[config.mk]
export PLATFORM = sky130hd
export DESIGN_NAME = dac_load_ctrl
export DESIGN_NICKNAME = d
export VERILOG_FILES = /design/src/rtl/dac_load_pkg.sv /design/src/rtl/dac_rise_det.sv /design/src/rtl/dac_load_gate.sv /design/src/rtl/dac_load_ctrl.sv
export SDC_FILE = /design/constraint.sdc
export NUM_CORES = 1
export LEC_CHECK = 0
export CORE_MARGIN = 10
export CORE_UTILIZATION = 60
export CTS_CLUSTER_DIAMETER = 150
export DETAILED_ROUTE_END_ITERATION = 7
export DONT_BUFFER_PORTS = 1
export GPL_ROUTABILITY_DRIVEN = 1
export PLACE_DENSITY = 0.77
export SLEW_MARGIN = 20
export SYNTH_ARGS = -nofsm -noshare
export SYNTH_HDL_FRONTEND = slang
export SYNTH_SLANG_ARGS = --single-unit
[constraint.sdc]
create_clock -name clk -period 4.3 [get_ports clk]
set_clock_uncertainty 0.2 [all_clocks]
set_input_delay 0.645 -clock clk [delete_from_list [all_inputs] [get_ports clk]]
set_output_delay 0.645 -clock clk [all_outputs]
set_load 0.05 [all_outputs]
[src/rtl/dac_load_pkg.sv]
package dac_load_pkg;

    typedef enum logic [1:0] {
        LS_DIRECT   = 2'd0,
        LS_ON_WRITE = 2'd1,
        LS_TRIG_A   = 2'd2,
        LS_TRIG_B   = 2'd3
    } load_mode_e;

endpackage

[src/rtl/dac_rise_det.sv]
module dac_rise_det #(
    parameter int N = 2
) (
    input  logic         clk,
    input  logic         rst,
    input  logic [N-1:0] trig_in,
    output logic [N-1:0] rise
);
    logic [N-1:0] hist_d, hist_q;

    always_comb begin
        hist_d = trig_in;
    end

    always_ff @(posedge clk) begin
        if (rst) hist_q <= '0;
        else     hist_q <= hist_d;
    end

    for (genvar i = 0; i < N; i++) begin : g_rise
        assign rise[i] = trig_in[i] & ~hist_q[i];
    end
endmodule

[src/rtl/dac_load_gate.sv]
module dac_load_gate
    import dac_load_pkg::*;
(
    input  logic [1:0] mode,
    input  logic       conv_en,
    input  logic       wr_seen,
    input  logic [1:0] rise,
    output logic       pass_thru,
    output logic       do_load
);
    load_mode_e mode_e;

    always_comb begin
        mode_e    = load_mode_e'(mode);
        pass_thru = (mode_e == LS_DIRECT);
        unique case (mode_e)
            LS_ON_WRITE: do_load = conv_en & wr_seen;
            LS_TRIG_A:   do_load = conv_en & rise[0];
            LS_TRIG_B:   do_load = conv_en & rise[1];
            default:     do_load = 1'b0;
        endcase
    end
endmodule

[src/rtl/dac_load_ctrl.sv]
module dac_load_ctrl #(
    parameter int DATA_W = 12
) (
    input  logic              clk,
    input  logic              rst,
    input  logic              wr_en,
    input  logic [DATA_W-1:0] wr_data,
    input  logic [1:0]        load_sel,
    input  logic              conv_en,
    input  logic              trig_a,
    input  logic              trig_b,
    output logic [DATA_W-1:0] core_word
);
    localparam int N_TRIG = 2;

    typedef struct packed {
        logic [DATA_W-1:0] dat;
        logic [DATA_W-1:0] core;
        logic              wr_seen;
    } st_t;

    st_t st_d, st_q;
    logic [N_TRIG-1:0] trig_vec, trig_rise;
    logic pass_thru, do_load;

    assign trig_vec = {trig_b, trig_a};

    dac_rise_det #(.N(N_TRIG)) u_rise (
        .clk     (clk),
        .rst     (rst),
        .trig_in (trig_vec),
        .rise    (trig_rise)
    );

    dac_load_gate u_gate (
        .mode      (load_sel),
        .conv_en   (conv_en),
        .wr_seen   (st_q.wr_seen),
        .rise      (trig_rise),
        .pass_thru (pass_thru),
        .do_load   (do_load)
    );

    always_comb begin
        st_d         = st_q;
        st_d.wr_seen = wr_en;
        if (wr_en) st_d.dat = wr_data;
        if (pass_thru)    st_d.core = st_d.dat;   // transparent path
        else if (do_load) st_d.core = st_q.dat;   // value held before this cycle's write
    end

    always_ff @(posedge clk) begin
        if (rst) st_q <= '0;
        else     st_q <= st_d;
    end

    assign core_word = st_q.core;
endmodule

### Word level (Yosys, flattened, before mapping)

Index checks and enable logic that the tools add are counted.
Widths: inputs -> output; s select.

* output and inout port bits: 12
* logic and storage cells: 20
* register bits: 27
* input bits: 20

* multiplexer cells: 4
* bitwise operators: 7
* reductions and logical operators: 2
* equal/unequal tests: 3

Operator list (count)
* $mux 12: 3
* $and 1x1->1: 5
* $eq 2x2->1 const B: 2
* $pmux 1 s3: 1
* $eq 2x1->1 const B: 1
* $logic_not 2->1: 1
* $not 1->1: 2
* $reduce_bool 2->1: 1

### Longest topological paths before layout

* depth after elaboration: 6
* gate-level depth with buffers: 4
* gate-level depth less buffers: 3

### Modules after synthesis

A second synthesis with hierarchy kept.

* cells, all modules: 133
* area total of the unflattened synthesis: 1380.1 sq um

Modules (own cells, without submodules)
* dac_load_ctrl: times used 1, area an instance 1275.0 sq um, seq. area each 500.5 sq um, cells each 122
* dac_rise_det: times used 1, area an instance 70.1 sq um, seq. area each 40.0 sq um, cells each 6
* dac_load_gate: times used 1, area an instance 35.0 sq um, seq. area each 0.0 sq um, cells each 5

### Least setup slack after synthesis

OpenSTA, ideal clock, no wires.

* path type: input to register
* start point: input load_sel[0]
* end point: register st_q (netlist bit core_word[0])
* required time: 4.014 ns
* library setup time: 0.086 ns
* arrival time: 1.694 ns
* path slack: 2.319 ns
* stages on the path: 4
* path buffers: 1
* path through: or3b_1 > a32o_2 > buf_6 > a221oi_2

* longest elaborated chain between the ends: 3
* elaborated cells on any way between the ends: 7
* those cells by class: eq/ne: 3; mux: 2; reduce/logical: 2

RTL lines
* start: declaration: RTL line dac_load_ctrl.sv:8 `input logic [1:0] load_sel,`
* $eq 2x2->1 / $eq 2x1->1 (equally long branches): RTL line dac_load_gate.sv:16 `unique case (mode_e)`
* $pmux 1 s3: RTL line dac_load_gate.sv:16
* $reduce_bool 2->1 (no line)
* end signal: assignment: RTL line dac_load_ctrl.sv:54 `else st_q <= st_d;`
* end: declaration: RTL line dac_load_ctrl.sv:22 `st_t st_d, st_q;`

Parallel ways exist; a longest one is shown, timed or not.
A chain may end at the register's enable or synchronous reset.

### Worst setup path after layout

* start point: register st_q (netlist bit core_word[2])
* end point: output core_word[2]

RTL lines
* end: declaration: RTL line dac_load_ctrl.sv:12 `output logic [DATA_W-1:0] core_word`

No word-level cell between the ends.

==> flow_summary.ini <==
[finish]
area.growth.synth_to_final_pct = -5.04
fin_cells = 138
final_cell_mix = dfxtp_1, inv_1, a221oi_2
n_fill_cell = 189
register_area_um2 = 541
drive_gt1_share_pct = 18.0
nets = 132
layout_commonest_cell = dfxtp_1
multiInputGateArea_um2 = 574
num_antenna_cells = 0

[placement]
portBuffers = 0
dpl.cell_count = 134
dp_slack_ps = 2190
gp_congestion = 0.734
dp_hpwl_um = 1800

[worst_hold_path]
hold_class = input pin to flop
hp-start = rst
min_to = core_word[11]
worstHoldPathCells = 1

[cts]
hold_buffers = 0
clkTransAtPathRegs_ps = 140
cts_resized = 0
clk_latency_ps = 310
cts_buffers = 3
htree_levels = 1
root_buffer = clkbuf_4
cts_setup_buffers = 0
cts.sinks = 27
tritoncts = yes
clock_path_buffers = 2

[drt]
viasPerCell = 5.91
dr.pass1.iters = 4
ant_nets = 0
via_count = 815
top_layer = met4
wl_met3_um = 263
drt_iter0_markers = 13
wl_per_cell_um = 17.7
wl_met2_um = 1210
finalWirelength_um = 2440
drc = 0
met1_length_um = 955

[sta]
clock.fmax_mhz = 539
hold_viol = 0
setup_tns_ps = 0
slew_violations = 0
finalSetupViolCount = 0
setup_slack_ps = 2450
finalCritPeriodShare_pct = 43.1
max_slew_margin_pct = 40.7
period_minus_slack_ps = 1850
rsz0062_at_grt = false
tightestPinTransition_ps = 890

[yosys]
synth_area_per_cell_um2 = 10.2
synth_seq_cells = 27
synth_area_um2 = 1290
yosysWarnings = 0
syn_inst = 126
syn_nets = 146
synthMuxAreaShare_pct = 9.70
synth_cell_types = 23
ys_seq_area_share_pct = 41.9
synthAdderAreaFrac_pct = 0
synth_compound_area_share_pct = 22.8
synth_top_family_by_area = compound AO/OA/AOI/OAI gates
synth-xor-area-share_pct = 0
post_synth_and_or_nand_nor_area_fraction_pct = 12.0

[setup_path]
path_max_fanout = 2
endpoint_kind = output port
critPathKind = flop to output port
cp.depth = 0
cp-start-kind = flop
reg2reg_from = st_q[0]
crit_arrival_ps = 1010
rr_worst_depth = 3
cp.required_ps = 3450
r2r_slack_ps = 2500
reg2reg_to = core_word[1]

[floorplan]
rows = 16
design.core.area_um2 = 2000
die_h_um = 66.4
floorplan.initialDensity_pct = 64.4
dieArea_um2 = 4400
pin_count = 32
die_w_um = 66.4

[power]
vdd_drop_max_uv = 219
pwr_density_cell_nw_per_um2 = 395
cellLeakagePower_nw = 0.455

[grt]
gr-total-overflow = 0
grt_max_degree = 28
grt_pass1_wl_um = 3970
grt_usage_pct = 11.6
antenna_found_initial = 0
grt_pass1_vias = 804

[run]
drv_cap = 0

[outcome]
status = finished clean
## Yosys cell counts
cell type | n | share of area, %
o21ai_0 | 1 | 0.39
nand3b_1 | 1 | 0.58
or2_2 | 1 | 0.49
mux2_2 | 4 | 3.5
inv_1 | 13 | 3.8
buf_1 | 1 | 0.29
clkbuf_1 | 3 | 0.87
o32ai_1 | 4 | 2.7
a221oi_1 | 2 | 1.4
nor2b_1 | 7 | 3.4
or3b_1 | 1 | 0.68
o2bb2ai_1 | 8 | 5.4
buf_2 | 2 | 0.78
mux2i_1 | 8 | 6.2
nand2b_1 | 8 | 3.9
buf_4 | 12 | 7.0
a32o_2 | 1 | 0.87
buf_6 | 1 | 0.87
nor2_1 | 9 | 2.6
a221oi_2 | 10 | 12
nand3_1 | 1 | 0.39
dfxtp_1 | 27 | 42
a21oi_1 | 1 | 0.39
## state kept, by name, indices dropped and copies added (netlist names)
signal	cells
core_word	12
st_q	13
u_rise.hist_q	2
## how the worst max path moves through the flow
| stage | startpoint | end | slack (ps) |
|---|---|---|---|
| after global placement | load_sel[1] | core_word[2] | 2210 |
| after CTS | core_word[2] | core_word[2] | 2430 |
| after floorplan | load_sel[0] | core_word[0] | 2320 |
| after global routing | st_q[0] | core_word[1] | 2340 |
| after detailed placement | load_sel[1] | core_word[1] | 2190 |
| final | core_word[2] | core_word[2] | 2450 |
## routing by layer
layer | global-route usage [%] | vias to the layer above
li1 | - | 405
met1 | 12.6 | 389
met2 | 18.1 | 19
met3 | 6.10 | 2
met4 | 5.50 | 0
met5 | 0 | -
## stage by stage
| step | utilization (%) | instance area [um^2] | hold WS (ps) | total power, mW |
|---|---|---|---|---|
| floorplan | - | 1290 | 243 | 0.396 |
| global placement | 59.8 | 1200 | 286 | 0.382 |
| detailed placement | 59.8 | 1200 | 301 | 0.385 |
| CTS | 61.2 | 1220 | 154 | 0.492 |
| global route | 61.2 | 1220 | 144 | 0.507 |
| finish | 61.2 | 1220 | 170 | 0.484 |
## power breakdown
group	internal, mW	total (mW)	switching (mW)
clock network	0.0348	0.106	0.0712
registers	0.269	0.316	0.0469
logic	0.0310	0.0625	0.0315
total	0.335	0.484	0.150
## cell families after synthesis
kind of cell           count (synthesis)
AOI/OAI and AO/OA                     27
buffers and inverters                 32
muxes                                 12
DFF                                   27
and+or+nand+nor                       28
## layout make-up
| class | instances | area share (%) |
|---|---|---|
| sequential | 27 | 44.1 |
| clock inverter | 1 | 0.409 |
| multi-input combinational | 67 | 46.9 |
| inverter | 13 | 3.98 |
| clock buffer | 3 | 1.84 |
| tap | 27 | 2.76 |
Note: power is estimated with default switching activity, not from simulation.
